===== src/rtl/pic_cfg_pkg.sv =====
package pic_cfg_pkg;

  typedef enum logic [2:0] {
    ST_UNINIT = 3'd0,
    ST_WBASE  = 3'd1,
    ST_WCASC  = 3'd2,
    ST_WMODE  = 3'd3,
    ST_READY  = 3'd4
  } init_st_e;

  // start-word and command-word bit positions
  localparam int unsigned START_BIT  = 4;
  localparam int unsigned MODE_FOLLOWS_BIT = 0;
  localparam int unsigned SINGLE_BIT = 1;
  localparam int unsigned LEVEL_BIT  = 3;
  localparam int unsigned AEOI_BIT   = 1;

endpackage


===== src/rtl/pic_rst_sync.sv =====
module pic_rst_sync (
  input  logic clk,
  input  logic rst_n,
  output logic rst_ns
);

  logic stage1_q;
  logic stage2_q;

  always_ff @(posedge clk or negedge rst_n) begin
    if (!rst_n) begin
      stage1_q <= 1'b0;
      stage2_q <= 1'b0;
    end else begin
      stage1_q <= 1'b1;
      stage2_q <= stage1_q;
    end
  end

  assign rst_ns = stage2_q;

endmodule


===== src/rtl/pic_init_fsm.sv =====
module pic_init_fsm
  import pic_cfg_pkg::*;
#(
  parameter int unsigned DW = 8
) (
  input  logic          clk,
  input  logic          rst_ns,
  input  logic          wr_en,
  input  logic          port_sel,
  input  logic [DW-1:0] wdata,
  output logic          cmd_init,
  output logic          cmd_eoi,
  output logic          ready,
  output logic [DW-1:0] vec_base,
  output logic [DW-1:0] casc_word,
  output logic          level_mode,
  output logic          auto_eoi,
  output logic [DW-1:0] mask
);

  init_st_e      st_q, st_nx;
  logic          need_mode_q;
  logic          single_q;
  logic          level_q;
  logic          aeoi_q;
  logic [DW-1:0] base_q;
  logic [DW-1:0] casc_q;
  logic [DW-1:0] mask_q;

  logic cmd_wr;
  logic dat_wr;
  logic ld_base;
  logic ld_casc;
  logic ld_mode;
  logic ld_mask;

  // port decode
  always_comb begin
    cmd_wr   = wr_en & ~port_sel;
    dat_wr   = wr_en & port_sel;
    cmd_init = cmd_wr & wdata[START_BIT];
    cmd_eoi  = cmd_wr & ~wdata[START_BIT] & ~wdata[3] &
               (wdata[7:5] == 3'b001) & (st_q == ST_READY);
    ld_base  = dat_wr & (st_q == ST_WBASE);
    ld_casc  = dat_wr & (st_q == ST_WCASC);
    ld_mode  = dat_wr & (st_q == ST_WMODE);
    ld_mask  = dat_wr & (st_q == ST_READY);
  end

  // next state
  always_comb begin
    st_nx = st_q;
    if (cmd_init) begin
      st_nx = ST_WBASE;
    end else if (dat_wr) begin
      case (st_q)
        ST_WBASE: begin
          if (!single_q)        st_nx = ST_WCASC;
          else if (need_mode_q) st_nx = ST_WMODE;
          else                  st_nx = ST_READY;
        end
        ST_WCASC: st_nx = need_mode_q ? ST_WMODE : ST_READY;
        ST_WMODE: st_nx = ST_READY;
        default:  st_nx = st_q;
      endcase
    end
  end

  always_ff @(posedge clk or negedge rst_ns) begin
    if (!rst_ns) begin
      st_q <= ST_UNINIT;
    end else begin
      st_q <= st_nx;
    end
  end

  always_ff @(posedge clk or negedge rst_ns) begin
    if (!rst_ns) begin
      need_mode_q <= 1'b0;
      single_q    <= 1'b0;
      level_q     <= 1'b0;
    end else if (cmd_init) begin
      need_mode_q <= wdata[MODE_FOLLOWS_BIT];
      single_q    <= wdata[SINGLE_BIT];
      level_q     <= wdata[LEVEL_BIT];
    end
  end

  always_ff @(posedge clk or negedge rst_ns) begin
    if (!rst_ns) begin
      base_q <= '0;
    end else if (ld_base) begin
      base_q <= wdata;
    end
  end

  always_ff @(posedge clk or negedge rst_ns) begin
    if (!rst_ns) begin
      casc_q <= '0;
    end else if (cmd_init) begin
      casc_q <= '0;
    end else if (ld_casc) begin
      casc_q <= wdata;
    end
  end

  always_ff @(posedge clk or negedge rst_ns) begin
    if (!rst_ns) begin
      aeoi_q <= 1'b0;
    end else if (cmd_init) begin
      aeoi_q <= 1'b0;
    end else if (ld_mode) begin
      aeoi_q <= wdata[AEOI_BIT];
    end
  end

  always_ff @(posedge clk or negedge rst_ns) begin
    if (!rst_ns) begin
      mask_q <= '1;
    end else if (cmd_init) begin
      mask_q <= '0;
    end else if (ld_mask) begin
      mask_q <= wdata;
    end
  end

  assign ready      = (st_q == ST_READY);
  assign vec_base   = base_q;
  assign casc_word  = casc_q;
  assign level_mode = level_q;
  assign auto_eoi   = aeoi_q;
  assign mask       = mask_q;


  init_clears_chk: assert property (@(posedge clk) disable iff (!rst_ns)
    cmd_init |=> (st_q == ST_WBASE) && (mask_q == '0));


  skip_all_chk: assert property (@(posedge clk) disable iff (!rst_ns)
    ld_base && single_q && !need_mode_q |=> st_q == ST_READY);


  mask_load_chk: assert property (@(posedge clk) disable iff (!rst_ns)
    ld_mask |=> mask_q == $past(wdata));


  early_write_chk: assert property (@(posedge clk) disable iff (!rst_ns)
    dat_wr && (st_q == ST_UNINIT) |=> $stable(mask_q));

endmodule


===== src/rtl/pic_req_latch.sv =====
module pic_req_latch #(
  parameter int unsigned N = 8
) (
  input  logic         clk,
  input  logic         rst_ns,
  input  logic [N-1:0] irq,
  input  logic         level_mode,
  input  logic         clr_all,
  input  logic [N-1:0] ack_clr,
  output logic [N-1:0] irr
);

  logic [N-1:0] prev_q;
  logic [N-1:0] irr_q;
  logic [N-1:0] irr_nx;

  generate
    for (genvar gi = 0; gi < N; gi++) begin : g_line
      always_comb begin
        if (clr_all)         irr_nx[gi] = 1'b0;
        else if (level_mode) irr_nx[gi] = irq[gi];
        else                 irr_nx[gi] = (irr_q[gi] & ~ack_clr[gi]) |
                                          (irq[gi] & ~prev_q[gi]);
      end


      edge_only_chk: assert property (@(posedge clk) disable iff (!rst_ns)
        !level_mode && !clr_all && !irr_q[gi] && !(irq[gi] && !prev_q[gi])
        |=> !irr_q[gi]);


      level_follow_chk: assert property (@(posedge clk) disable iff (!rst_ns)
        level_mode && !clr_all |=> irr_q[gi] == $past(irq[gi]));
    end
  endgenerate

  always_ff @(posedge clk or negedge rst_ns) begin
    if (!rst_ns) begin
      prev_q <= '0;
      irr_q  <= '0;
    end else begin
      prev_q <= irq;
      irr_q  <= irr_nx;
    end
  end

  assign irr = irr_q;

endmodule


===== src/rtl/pic_prio_svc.sv =====
module pic_prio_svc #(
  parameter int unsigned N  = 8,
  parameter int unsigned IW = $clog2(N)
) (
  input  logic          clk,
  input  logic          rst_ns,
  input  logic [N-1:0]  irr,
  input  logic [N-1:0]  mask,
  input  logic          ready,
  input  logic          ack,
  input  logic          eoi,
  input  logic          clr_all,
  input  logic          auto_eoi,
  output logic          int_req,
  output logic [IW-1:0] grant_idx,
  output logic [N-1:0]  ack_clr
);

  logic [N-1:0]  isr_q;
  logic [N-1:0]  isr_nx;
  logic [N-1:0]  cand;
  logic          cand_any;
  logic [IW-1:0] cand_idx;
  logic          isr_any;
  logic [IW-1:0] isr_idx;
  logic          ack_ok;
  logic [N-1:0]  isr_set;
  logic [N-1:0]  eoi_clr;

  // fixed-priority search, index 0 wins
  always_comb begin
    cand     = irr & ~mask;
    cand_any = 1'b0;
    cand_idx = '0;
    isr_any  = 1'b0;
    isr_idx  = '0;
    for (int i = N - 1; i >= 0; i--) begin
      if (cand[i]) begin
        cand_any = 1'b1;
        cand_idx = IW'(i);
      end
      if (isr_q[i]) begin
        isr_any = 1'b1;
        isr_idx = IW'(i);
      end
    end
  end

  always_comb begin
    int_req = ready & cand_any & (~isr_any | (cand_idx < isr_idx));
    ack_ok  = ack & int_req;
    ack_clr = '0;
    isr_set = '0;
    eoi_clr = '0;
    if (ack_ok) begin
      ack_clr[cand_idx] = 1'b1;
      if (!auto_eoi) isr_set[cand_idx] = 1'b1;
    end
    if (eoi && isr_any) eoi_clr[isr_idx] = 1'b1;
    isr_nx = clr_all ? '0 : ((isr_q & ~eoi_clr) | isr_set);
  end

  always_ff @(posedge clk or negedge rst_ns) begin
    if (!rst_ns) begin
      isr_q <= '0;
    end else begin
      isr_q <= isr_nx;
    end
  end

  assign grant_idx = cand_idx;


  aeoi_no_service_chk: assert property (@(posedge clk) disable iff (!rst_ns)
    ack_ok && auto_eoi && !eoi && !clr_all |=> isr_q == $past(isr_q));


  ack_service_chk: assert property (@(posedge clk) disable iff (!rst_ns)
    ack_ok && !auto_eoi && !eoi && !clr_all |=> isr_q[$past(cand_idx)]);


  eoi_retire_chk: assert property (@(posedge clk) disable iff (!rst_ns)
    eoi && !ack_ok && !clr_all && (isr_q != '0)
    |=> $countones(isr_q) == $countones($past(isr_q)) - 1);

endmodule


===== src/rtl/pic_cfg_unit.sv =====
module pic_cfg_unit #(
  parameter int unsigned DW = 8
) (
  input  logic          clk,
  input  logic          rst_n,
  input  logic          wr_en,
  input  logic          rd_en,
  input  logic          port_sel,
  input  logic [DW-1:0] wdata,
  output logic [DW-1:0] rdata,
  input  logic          master_sel,
  input  logic [DW-1:0] irq_in,
  input  logic          int_ack,
  output logic          int_req,
  output logic [DW-1:0] int_vector,
  output logic          cfg_ready,
  output logic          cfg_level_mode,
  output logic          cfg_auto_eoi,
  output logic [DW-1:0] cfg_slave_mask,
  output logic [$clog2(DW)-1:0] cfg_slave_id
);

  localparam int unsigned N  = DW;
  localparam int unsigned IW = $clog2(DW);

  logic          rst_ns;
  logic          cmd_init;
  logic          cmd_eoi;
  logic          ready;
  logic [DW-1:0] vec_base;
  logic [DW-1:0] casc_word;
  logic          level_mode;
  logic          auto_eoi;
  logic [N-1:0]  mask;
  logic [N-1:0]  irr;
  logic [N-1:0]  ack_clr;
  logic [IW-1:0] grant_idx;
  logic          req;

  pic_rst_sync u_rst (
    .clk    (clk),
    .rst_n  (rst_n),
    .rst_ns (rst_ns)
  );

  pic_init_fsm #(.DW(DW)) u_fsm (
    .clk        (clk),
    .rst_ns     (rst_ns),
    .wr_en      (wr_en),
    .port_sel   (port_sel),
    .wdata      (wdata),
    .cmd_init   (cmd_init),
    .cmd_eoi    (cmd_eoi),
    .ready      (ready),
    .vec_base   (vec_base),
    .casc_word  (casc_word),
    .level_mode (level_mode),
    .auto_eoi   (auto_eoi),
    .mask       (mask)
  );

  pic_req_latch #(.N(N)) u_irr (
    .clk        (clk),
    .rst_ns     (rst_ns),
    .irq        (irq_in),
    .level_mode (level_mode),
    .clr_all    (cmd_init),
    .ack_clr    (ack_clr),
    .irr        (irr)
  );

  pic_prio_svc #(.N(N), .IW(IW)) u_prio (
    .clk       (clk),
    .rst_ns    (rst_ns),
    .irr       (irr),
    .mask      (mask),
    .ready     (ready),
    .ack       (int_ack),
    .eoi       (cmd_eoi),
    .clr_all   (cmd_init),
    .auto_eoi  (auto_eoi),
    .int_req   (req),
    .grant_idx (grant_idx),
    .ack_clr   (ack_clr)
  );

  always_comb begin
    rdata          = (rd_en && port_sel) ? mask : '0;
    int_req        = req;
    int_vector     = req ? (vec_base + {{(DW-IW){1'b0}}, grant_idx}) : '0;
    cfg_ready      = ready;
    cfg_level_mode = level_mode;
    cfg_auto_eoi   = auto_eoi;
    cfg_slave_mask = master_sel ? casc_word : '0;
    cfg_slave_id   = master_sel ? '0 : casc_word[IW-1:0];
  end


  grant_unmasked_chk: assert property (@(posedge clk) disable iff (!rst_ns)
    req |-> !mask[grant_idx] && irr[grant_idx]);


  reset_quiet_chk: assert property (@(posedge clk) disable iff (!rst_ns)
    !$past(rst_ns) |-> !req && !ready);

endmodule


===== config.mk =====
export PLATFORM = sky130hd
export DESIGN_NAME = pic_cfg_unit
export DESIGN_NICKNAME = d
export VERILOG_FILES = /design/src/rtl/pic_cfg_pkg.sv /design/src/rtl/pic_rst_sync.sv /design/src/rtl/pic_init_fsm.sv /design/src/rtl/pic_req_latch.sv /design/src/rtl/pic_prio_svc.sv /design/src/rtl/pic_cfg_unit.sv
export SDC_FILE = /design/constraint.sdc
export NUM_CORES = 1
export LEC_CHECK = 0
export BUFFER_PORTS_ARGS = -buffer_cell sky130_fd_sc_hd__buf_2
export CORE_ASPECT_RATIO = 1.75
export CORE_MARGIN = 4
export CORE_UTILIZATION = 61
export DETAILED_ROUTE_END_ITERATION = 10
export PLACE_DENSITY = 0.95
export SLEW_MARGIN = 40
export SYNTH_ARGS = -nofsm -noshare
export SYNTH_HDL_FRONTEND = slang
export SYNTH_HIERARCHICAL = 1
export SYNTH_SLANG_ARGS = --single-unit

===== constraint.sdc =====
create_clock -name clk -period 6.7 [get_ports clk]
set_input_delay 1.005 -clock clk [delete_from_list [all_inputs] [get_ports clk]]
set_output_delay 1.005 -clock clk [all_outputs]
set_load 0.03 [all_outputs]

==> summary.md, run 1 <==
| Metric | Value |
|---|---|
| Worst slew margin | `0.548` |
| Antenna cell count | `0` |
| FF+latch count, synth | `57` |
| Nets | `412` |
| Initial antenna violation count | `0` |
| Die width | `64.0 um` |
| Row Count | `35` |
| Post-synthesis average cell area | `10.1 um2` |
| Post-CTS Hold Buffers | `0` |
| Share of the synthesized area in the top cell type | `0.366` |
| P_leak | `1.72 nW` |
| Setup Skew | `4.42 ps` |
| Fin crit period | `4620 ps` |
| VDD IR max | `261 uV` |
| Worst-margin pin slew | `678 ps` |
| First-pass GRT wire length | `13,200 um` |
| Post-synth EDFFs | `0` |
| Top post-synthesis cells by area | `dfrtp_1 37%, dfstp_2 6.3%, o21ai_0 4.3%` |
| Clk sinks | `57` |
| Layout cell share with drive strength beyond 1 | `0.330` |
| CTS Buf Count | `9` |
| Initial core utilization | `0.632` |
| Synthesis-to-layout area growth | `14.1%` |
| Post-CTS setup buffers | `0` |
| Total gr overflow | `0` |
| Hold WS | `352 ps` |
| Seq/Total Area, Yosys | `0.429` |
| Yosys cell types | `67` |
| Post-DR wirelength/cell | `16.8 um` |
| Max-cap viol count | `0` |
| Placeable Area | `5300 um2` |
| Setup Total Neg Slack | `0 ps` |
| Final period util | `0.690` |
| Synthesized Nets | `359` |
| Drt drc | `0` |
| Drt first-iter violations | `193` |
| Port buffer count | `53` |
| Max Freq | `216 MHz` |
| Global-route total usage across every layer | `0.249` |
| CTS tree | `built` |
| Die ar. | `6780 um2` |
| Layout filler cell count | `384` |
| GP Congestion | `0.931` |
| WS Path Type | `flop to output port` |
| Synth area leader | `dfrtp_1` |
| Largest net degree at the start of global routing | `56` |
| Share of flip-flops with an asynchronous set or reset | `1.00` |
| Critical Path RT | `5690 ps` |
| H-tree levels | `3` |
| Status | `finished clean` |
| PwrDens | `365 nW/um2` |
| Die H | `106 um` |
| Mapped cell area | `3350 um2` |
| Clk pin slew, worst setup/hold paths | `60 ps` |
| TritonRoute pass-1 iters | `5` |
| Worst setup SP type | `flop` |
| Critical path capture point type | `output port` |
| Drt total wl | `7760 um` |
| Ports | `54` |
| Max Fanout on Critical Path | `8` |
| Clk_lat worst skew | `330 ps` |
| CP arrival | `3620 ps` |
| Root Driver | `clkbuf_8` |
| Hold/Removal Path Class | `flop to flop` |
| Post-DP HPWL | `5550 um` |
| RSZ-0062 raised after global routing | `no` |
| # resized after CTS | `0` |
| Clk buf depth | `2` |
| Final hold vios | `0` |
| Synth Flop Type | `dfrtp_1` |
| Post-DRT Antenna Nets | `0` |
| Syn Inst Count | `330` |
| Yosys warns | `6` |
| Number of global-route vias before repair | `2,759` |
| Slew Viols, Final | `0` |
| Final setup viols | `0` |
| DR vias | `2,811` |
| Via-per-instance ratio | `6.08` |
[layer usage]
metal | up-vias | GRT usage | share of wire
met5 | - | 0 | 0
met4 | 0 | 0.128 | 0.032
met3 | 27 | 0.0539 | 0.062
met2 | 128 | 0.417 | 0.52
met1 | 1346 | 0.296 | 0.38
li1 | 1310 | - | -
[cell usage after synthesis (2+ instances only)]
library cell	count
mux2_2	11
o21ai_1	2
or3_1	5
buf_6	2
or4b_1	6
o31ai_2	6
mux2i_1	2
a21oi_1	25
nand3_1	20
o21bai_1	2
and2b_2	8
o21ai_0	29
nor2b_2	2
and2_1	11
inv_1	6
nor2_1	11
and3_1	9
nor3_1	12
clkbuf_1	3
buf_2	4
nor2b_1	15
o21ai_2	2
ha_1	5
nand2b_1	11
or2b_2	2
nand2_4	2
dfstp_2	8
and2b_1	2
o211ai_1	2
dfrtp_1	49
nand2_1	13
a32o_1	2
or4b_4	2
nor4_4	2
nand3b_1	3
clkbuf_2	3
[path summary, 6_finish.rpt]
check	start	to	slack (ps)	cells after the start
worst max-delay path	u_fsm/mask[5]	int_vector[3]	2080	11
worst min-delay path	u_rst/stage1_q	u_rst/rst_ns	350	0
worst max register to register	u_fsm/mask[5]	u_irr/irr[2]	3460	11
worst min register to register	u_rst/stage1_q	u_rst/rst_ns	350	0
max in group asynchronous	u_rst/rst_ns	u_fsm/vec_base[6]	5860	1
min in group asynchronous	u_rst/rst_ns	u_irr/prev_q[7]	380	1
[critical path, stage by stage, from the launching register on]
cell and delay (ps):
dfstp_2 540, nor2b_1 60, nor2_1 240, o21ai_0 180, a21boi_0 560, ha_1 350, o21a_1 220, o22ai_4 230
o221a_1 400, inv_1 150, a21oi_1 140, buf_2 210
[per-stage QoR]
step                      power, W  cell area [um2]  cells  utilization  worst slack, ps
after floorplan           0.000985             3350    330            -             2530
after global placement     0.00109             3650    446        0.688             2740
after detailed placement   0.00111             3650    446        0.688             2550
after CTS                  0.00140             3820    462        0.721             2110
after global routing       0.00149             3820    462        0.721             1830
final                      0.00140             3820    462        0.721             2080
[layout by cell type, fill, tap and decap left out, types with 3 or more instances in the layout]
master,netlist,final
clkinv_2,0,4
or4b_1,6,6
nor3_1,12,12
nor2b_1,15,15
or3_1,5,5
dfrtp_1,49,48
clkbuf_8,0,11
a21oi_1,25,25
inv_1,6,6
ha_1,5,5
and2_1,11,11
o31ai_2,6,6
nor2_1,11,11
nand3b_1,3,3
mux2_2,11,11
nand2_1,13,13
nand3_1,20,20
nand2b_1,11,11
buf_2,4,53
dfstp_2,8,8
and2b_2,8,8
and3_1,9,9
o21ai_0,29,29
[sequential cells by signal, indices dropped and copies added, names as in the netlist]
name and flops:
u_fsm/casc_word 8, u_irr/prev_q 8, u_fsm/single_q 1, u_rst/stage1_q 1, u_fsm/auto_eoi 1, u_prio/isr_q 8
u_fsm/mask 8, u_fsm/st_q 3, u_rst/rst_ns 1, u_irr/irr 8, u_fsm/need_mode_q 1, u_fsm/level_mode 1
u_fsm/vec_base 8
[cell type report]
type	count	area, um2	area share
clock buffer	13	159	0.0416
clock inverter	3	15.0	0.00393
inverter	9	40.0	0.0105
multi-input combinational	252	1800	0.472
sequential	57	1440	0.376
tap	74	92.6	0.0242
timing repair buffer	54	273	0.0714
[power breakdown]
group          total (W)  internal (W)  switching [W]
Combinational   0.000585      0.000237       0.000348
Sequential      0.000534      0.000437      0.0000969
Clock           0.000277      0.000152       0.000125
[cells by family (layout without fill, tap and decap cells)]
family                     count (synthesis)  after routing  synth area share
AOI/OAI and AO/OA                         84             84             0.181
xor gates and xnor gates                   1              1           0.00262
adders and majority gates                  6              6            0.0247
buffers and inverters                     21             79            0.0321
DFF                                       57             57             0.429
muxes                                     13             13            0.0430
other                                      1              1           0.00112
and+or+nand+nor                          147            147             0.287
No activity file was read; power rests on OpenSTA's default activity.
==> run 2: changes to the inputs <==
--- a/config.mk
+++ b/config.mk
@@ -8,9 +8,9 @@
 export BUFFER_PORTS_ARGS = -buffer_cell sky130_fd_sc_hd__buf_2
 export CORE_ASPECT_RATIO = 1.75
 export CORE_MARGIN = 4
-export CORE_UTILIZATION = 61
+export CORE_UTILIZATION = 57
 export DETAILED_ROUTE_END_ITERATION = 10
-export PLACE_DENSITY = 0.95
+export PLACE_DENSITY = 0.91
 export SLEW_MARGIN = 40
 export SYNTH_ARGS = -nofsm -noshare
 export SYNTH_HDL_FRONTEND = slang
==> constraint.sdc (replaced) <==
create_clock -name clk -period 4.82 [get_ports clk]
set_input_delay 0.723 -clock clk [delete_from_list [all_inputs] [get_ports clk]]
set_output_delay 0.723 -clock clk [all_outputs]
set_load 0.03 [all_outputs]
==> run 2 against run 1 <==
Compared with the run above:
- clock power grew 38%
- first-iteration DRC count decreased by 38%
- core utilization is 4.2 points lower
- routed wire length decreased by 1.1%
- register-to-register slack worse by 1800 ps
- critical endpoint is now int_vector[4]
- combinational power is 39% higher
- power increased by 39%
- flip-flop and latch count unchanged
- final area increased by 0.13%
==> summary.md, run 2 (synthesis results as in run 1) <==
| Metric | Value |
|---|---|
| P_leak | `1.71 nW (-0.39%)` |
| Status | `finished clean` |
| Crit path cell chain | `nor2b_1 > nor2_1 > o21ai_0 > a21boi_0 > ha_1 > o21a_1 > o22ai_4 > o221a_1 > inv_1 > a21oi_1 > buf_2` |
| Initial core utilization | `0.595 (-0.0372)` |
| Die width | `65.9 um (+3.0%)` |
| Setup Skew | `6.06 ps (+1.64 ps)` |
| Setup Total Neg Slack | `0 ps (unchanged)` |
| Post-DP HPWL | `5690 um (+2.6%)` |
| Die ar. | `7210 um2 (+6.3%)` |
| Critical path capture point type | `output port` |
| Port buffer count | `53 (unchanged)` |
| DR vias | `2,786 (-0.89%)` |
| Clk_lat worst skew | `330 ps (about the same)` |
| PwrDens | `507 nW/um2 (+39%)` |
| Post-DRT Antenna Nets | `0 (unchanged)` |
| Final period util | `0.884` |
| Crit path max-delay cell type | `dfstp_2` |
| GP Congestion | `0.866 (-7.0%)` |
| Drt first-iter violations | `120 (-38%)` |
| CTS tree | `built` |
| Clk buf depth | `2 (unchanged)` |
| Commonest non-fill, non-tap cell in the layout | `buf_2` |
| Row Count | `36 (+2.9%)` |
| CP arrival | `3540 ps (-80 ps)` |
| Synthesis-to-layout area growth | `14.3%` |
| Fin crit period | `4260 ps` |
| Max Freq | `235 MHz` |
| WS Path Type | `flop to output port` |
| H-tree levels | `3 (unchanged)` |
| Clk pin slew, worst setup/hold paths | `60 ps (about the same)` |
| First-pass GRT wire length | `12,700 um (-3.4%)` |
| Max Fanout on Critical Path | `8 (unchanged)` |
| Antenna cell count | `0 (unchanged)` |
| Die H | `109 um (+3.2%)` |
| Slew Viols, Final | `0 (unchanged)` |
| # resized after CTS | `0 (unchanged)` |
| Ports | `54 (unchanged)` |
| Initial antenna violation count | `0 (unchanged)` |
| Final cell count without fillers | `465 (+0.65%)` |
| Max-cap viol count | `0 (unchanged)` |
| Post-CTS Hold Buffers | `0 (unchanged)` |
| Final hold vios | `0 (unchanged)` |
| Hold WS | `170 ps (-182 ps)` |
| Nets | `413 (+0.24%)` |
| Clk sinks | `57 (unchanged)` |
| Root Driver | `clkbuf_8` |
| Placeable Area | `5630 um2 (+6.3%)` |
| Worst R2R Path Depth | `11 (unchanged)` |
| Drt drc | `0 (unchanged)` |
| RSZ-0062 raised after global routing | `no` |
| Most frequent cells in the layout | `53 x buf_2, 48 x dfrtp_1, 29 x o21ai_0` |
| Via-per-instance ratio | `5.99 (-1.5%)` |
| Final setup viols | `0 (unchanged)` |
| Global-route total usage across every layer | `0.231 (-0.0187)` |
| Crit-path max cell delay | `550 ps (about the same)` |
| Placed Cells | `449 (+0.67%)` |
| Largest net degree at the start of global routing | `56 (unchanged)` |
| TritonRoute pass-1 iters | `4 (-1)` |
| Hold/Removal Path Class | `input port to async pin` |
| Critical Path RT | `4100 ps (-1590 ps)` |
| Post-CTS setup buffers | `0 (unchanged)` |
| Post-DR wirelength/cell | `16.5 um (-1.7%)` |
| Worst slew margin | `0.548 (about the same)` |
| Number of global-route vias before repair | `2,754 (-0.18%)` |
| VDD IR max | `284 uV (+9.1%)` |
| Drt total wl | `7680 um (-1.1%)` |
| CTS Buf Count | `9 (unchanged)` |
| Worst-margin pin slew | `678 ps (+0.271 ps)` |
| Total gr overflow | `0 (unchanged)` |
| Worst setup SP type | `flop` |
| Final Core Density | `0.680 (-0.0416)` |
| Layout cell share with drive strength beyond 1 | `0.321 (-0.00856)` |
run 2: cell count changes in the layout (fill, tap and decap cells not counted):
cell,delta
buf_4,+1
clkbuf_1,+3
clkinv_1,+1
clkinv_2,-4
run 2: power by group:
group	internal, W	switching (W)
Sequential	0.000607	0.000137
Combinational	0.000331	0.000483
Clock	0.000216	0.000167
Total	0.00115	0.000787
run 2: path summary, 6_finish.rpt:
kind                                      endpoint  slack [ps]           start
min in group clk                      u_rst/rst_ns         360  u_rst/stage1_q
worst min register to register        u_rst/rst_ns         360  u_rst/stage1_q
worst max-delay path                 int_vector[4]         560   u_fsm/mask[5]
worst max register to register        u_irr/irr[2]        1620   u_fsm/mask[5]
max in group asynchronous       u_fsm/casc_word[0]        3980    u_rst/rst_ns
worst min-delay path                u_rst/stage1_q         170           rst_n
run 2: worst max-delay path, delay by kind of cell (launching register included):
kind | cells | cell delay [ps]
adders and majority gates | 1 | 330
buffers and inverters | 2 | 330
DFF | 1 | 550
and+or+nand+nor | 2 | 350
AOI/OAI and AO/OA | 6 | 1650
run 2: layout make-up:
cell class              instances  area [um2]
multi-input cells             252        1800
clock buffers                  16         170
repair buffers                 55         280
well taps                      76        95.1
flip-flops and latches         57        1440
fillers                       434        1800
inverters                       9        38.8
run 2: stage by stage:
| step | area [um2] | worst slack [ps] | power [W] |
|---|---|---|---|
| after detailed placement | 3660 | 956 | 0.00155 |
| after global routing | 3830 | 231 | 0.00206 |
| after global placement | 3660 | 1190 | 0.00152 |
| after floorplan | 3350 | 930 | 0.00137 |
| after CTS | 3830 | 585 | 0.00194 |
| final | 3830 | 560 | 0.00194 |
run 2: layer usage:
| layer | vias up | track usage | share of wire |
|---|---|---|---|
| li1 | 1303 | - | - |
| met1 | 1369 | 0.274 | 0.39 |
| met2 | 96 | 0.385 | 0.53 |
| met3 | 18 | 0.0542 | 0.058 |
| met4 | 0 | 0.116 | 0.025 |
| met5 | - | 0 | 0 |
==> run 3: changes to the inputs <==
--- a/config.mk
+++ b/config.mk
@@ -5,6 +5,7 @@
 export SDC_FILE = /design/constraint.sdc
 export NUM_CORES = 1
 export LEC_CHECK = 0
+export ABC_AREA = 1
 export BUFFER_PORTS_ARGS = -buffer_cell sky130_fd_sc_hd__buf_2
 export CORE_ASPECT_RATIO = 1.75
 export CORE_MARGIN = 4
==> run 3 against run 2 <==
Compared with the run above:
- hold slack got worse by 11 ps
- power rose by 7.9%
- synthesized area rose by 5.3%
- clock skew rose by 2.7 ps
- clock power rose by 51%
- fmax rose by 11%
- die area rose by 4.8%
- global-route usage rose by 0.41 points
- core utilization rose by 0.71 points
- synthesized cell count rose by 40%
- cell count rose by 29%
- critical path depth rose by 2
- largest cell class unchanged
- largest power group unchanged
==> summary.md, run 3 <==
| Metric | Value |
|---|---|
| Worst slew margin | `0.496 (-0.0518)` |
| Top post-synthesis cells by area | `dfrtp_1 35%, nand2_1 14%, inv_1 6.8%` |
| Layout filler cell count | `506 (+17%)` |
| Antenna cell count | `0 (unchanged)` |
| Die H | `112 um (+2.4%)` |
| Initial antenna violation count | `0 (unchanged)` |
| Clk sinks | `57 (unchanged)` |
| Worst setup SP type | `flop` |
| Nets | `544 (+32%)` |
| First-pass GRT wire length | `13,400 um (+5.1%)` |
| Synthesis-to-layout area growth | `15.4%` |
| Clock power share | `0.276 (+0.079)` |
| Main combinational cell family by area after synthesis | `simple AND/OR/NAND/NOR gates` |
| Synth Area in Adders | `0.0234 (-0.00124)` |
| Setup Skew | `8.73 ps (+2.67 ps)` |
| Clk_lat worst skew | `340 ps (about the same)` |
| Max-cap viol count | `0 (unchanged)` |
| Slew Viols, Final | `0 (unchanged)` |
| CTS Buf Count | `9 (unchanged)` |
| Worst-margin pin slew | `750 ps (+71.9 ps)` |
| Port buffer count | `53 (unchanged)` |
| Top cells by count, synth | `130 x nand2_1, 64 x inv_1, 49 x dfrtp_1, 40 x nor2_1, 23 x nand3_1` |
| Synth Flop Type | `dfrtp_1` |
| Share of the synthesized area in the top cell type | `0.348 (-0.0185)` |
| VDD IR max | `326 uV (+15%)` |
| Critical Path RT | `4100 ps (about the same)` |
| Mapped cell area | `3530 um2 (+5.3%)` |
| Most frequent cells in the layout | `130 x nand2_1, 64 x inv_1, 53 x buf_2` |
| Final setup viols | `0 (unchanged)` |
| Synth Area in XOR/XNOR | `0 (-0.00262)` |
| Drt first-iter violations | `145 (+21%)` |
| Post-synthesis average cell area | `7.65 um2 (-25%)` |
| Max Freq | `259 MHz (+11%)` |
| DP Area | `3810 um2 (+4.2%)` |
| CTS tree | `built` |
| Post-synth EDFFs | `0 (unchanged)` |
| P_leak | `2.18 nW (+27%)` |
| Max Fanout on Critical Path | `9 (+1)` |
| Number of global-route vias before repair | `3,019 (+9.6%)` |
| Placeable Area | `5930 um2 (+5.2%)` |
| Sw Share | `0.402 (-0.00399)` |
| Total gr overflow | `0 (unchanged)` |
| Root Driver | `clkbuf_8` |
| Post-CTS setup buffers | `0 (unchanged)` |
| Hold/Removal Path Class | `input port to async pin` |
| Yosys cell types | `37 (-45%)` |
| Internal power | `0.00125 W (+8.6%)` |
| Die ar. | `7560 um2 (+4.8%)` |
| Critical path buffers and inverters | `3 (+1)` |
| Post-CTS Hold Buffers | `0 (unchanged)` |
| Fin area | `4070 um2 (+6.3%)` |
| Row Count | `37 (+2.8%)` |
| Crit-path max cell delay | `560 ps (about the same)` |
| Crit path max-delay cell type | `dfstp_2` |
| CP arrival | `3130 ps (-410 ps)` |
| PwrDens | `515 nW/um2 (+1.5%)` |
| Initial core utilization | `0.595 (about the same)` |
| # resized after CTS | `0 (unchanged)` |
| Drt total wl | `8040 um (+4.7%)` |
| DR vias | `3,088 (+11%)` |
| Post-DR wirelength/cell | `13.4 um (-19%)` |
| Status | `finished clean` |
| Synth Area in Compound Gates | `0.0994 (-0.0815)` |
| Clk buf depth | `2 (unchanged)` |
| Combinational power share | `0.384 (-0.035)` |
| Clk pin slew, worst setup/hold paths | `60 ps (about the same)` |
| H-tree levels | `3 (unchanged)` |
| Crit path cell chain | `inv_2 > nand2_4 > nand2_2 > nor2_4 > inv_2 > nor2_2 > ha_1 > a21oi_1 > nand2_4 > a21boi_1 > o21ai_0 > a21oi_1 > buf_2` |
| Ports | `54 (unchanged)` |
| Synthesized-area fraction occupied by and/or/nand/nor cells | `0.359 (+0.0725)` |
| Flop pwr share | `0.341 (-0.042)` |
| Final period util | `0.800 (-0.0841)` |
| Largest net degree at the start of global routing | `56 (unchanged)` |
| Die width | `67.5 um (+2.3%)` |
| P_sw | `0.000841 W (+6.8%)` |
| Critical path capture point type | `output port` |
| Via-per-instance ratio | `5.16 (-14%)` |
| FF+latch count, synth | `57 (unchanged)` |
| Final Total Pwr | `0.00209 W (+7.9%)` |
| Mux share of post-synthesis cell area | `0 (-0.0430)` |
| Final hold vios | `0 (unchanged)` |
| Post-DRT Antenna Nets | `0 (unchanged)` |
| Final Core Density | `0.687 (+0.00710)` |
| Top Family by Delay on Critical Path | `compound AO/OA/AOI/OAI gates` |
| Post-DP HPWL | `5960 um (+4.7%)` |
| Fin crit period | `3850 ps (-405 ps)` |
| Synthesized Nets | `490 (+36%)` |
| WS Path Type | `flop to output port` |
| Synth area leader | `dfrtp_1` |
| Setup Total Neg Slack | `0 ps (unchanged)` |
| Commonest non-fill, non-tap cell in the layout | `nand2_1` |
| Yosys warns | `6 (unchanged)` |
| Layout cell share with drive strength beyond 1 | `0.312 (-0.00980)` |
| Syn Inst Count | `461 (+40%)` |
| Share of flip-flops with an asynchronous set or reset | `1.00 (unchanged)` |
| Global-route total usage across every layer | `0.235 (+0.00405)` |
| Drt drc | `0 (unchanged)` |
| GP Congestion | `0.906 (+4.7%)` |
| Count leader, synth | `nand2_1` |
| RSZ-0062 raised after global routing | `no` |
| Seq/Total Area, Yosys | `0.407 (-0.0216)` |
| TritonRoute pass-1 iters | `4 (unchanged)` |
==> run 3: routing by layer <==
| metal | track usage | part of all wire |
|---|---|---|
| met3 | 0.0430 | 0.042 |
| met5 | 0 | 0 |
| met2 | 0.397 | 0.54 |
| met1 | 0.259 | 0.37 |
| met4 | 0.153 | 0.047 |
==> run 3: final cells by class <==
class,count,area [um2],area share
repair buffers,54,273,0.0670
well taps,78,97.6,0.0240
inverters,78,300,0.0738
clock inverters,6,130,0.0320
clock buffers,10,128,0.0314
multi-input cells,315,1700,0.419
flip-flops and latches,57,1440,0.353
==> run 3: logic make-up after synthesis <==
family	Yosys count
adder cells (fa/ha/maj)	6
other	1
flip-flops	57
AO/OA/AOI/OAI	49
buffers and inverters	89
AND/OR/NAND/NOR	259
==> run 3: worst reg2reg max path, cell delays in order (launching register included) <==
cell and delay (ps):
dfstp_2 560, inv_2 50, nand2_4 70, nand2_2 90, nor2_4 140, inv_2 60
nor2_2 180, ha_1 290, a21oi_1 250, nand2_4 110, nand2_8 100, nand3_4 140
nor3_2 150, nor2_1 60, nand2_1 110, a21oi_2 60
==> run 3: path summary, 6_finish.rpt <==
path	cells after the start	slack [ps]	endpoint	startpoint
worst max-delay path	13	970	int_vector[2]	u_fsm/mask[0]
worst min-delay path	1	160	u_rst/stage1_q	rst_n
worst max register to register	15	2270	u_irr/irr[3]	u_fsm/mask[0]
worst min register to register	0	360	u_rst/rst_ns	u_rst/stage1_q
max in group asynchronous	1	3970	u_fsm/casc_word[6]	u_rst/rst_ns
min in group clk	0	360	u_rst/rst_ns	u_rst/stage1_q
==> run 3: metrics by stage <==
stage | hold slack [ps] | setup slack, ps | cells
floorplan | 331 | 603 | 461
detailed placement | 347 | 1050 | 582
global route | 138 | 710 | 598
finish | 160 | 966 | 598
CTS | 137 | 659 | 598
global placement | 341 | 1220 | 582
==> run 3: power groups by stage <==
stage / logic, W / clock network [W] / registers [W]
3_5_place_dp: 0.000792 / 0 / 0.000717
3_3_place_gp: 0.000764 / 0 / 0.000710
5_1_grt: 0.000889 / 0.000611 / 0.000729
4_1_cts: 0.000803 / 0.000590 / 0.000711
6_report: 0.000804 / 0.000577 / 0.000714
2_1_floorplan: 0.000649 / 0 / 0.000695
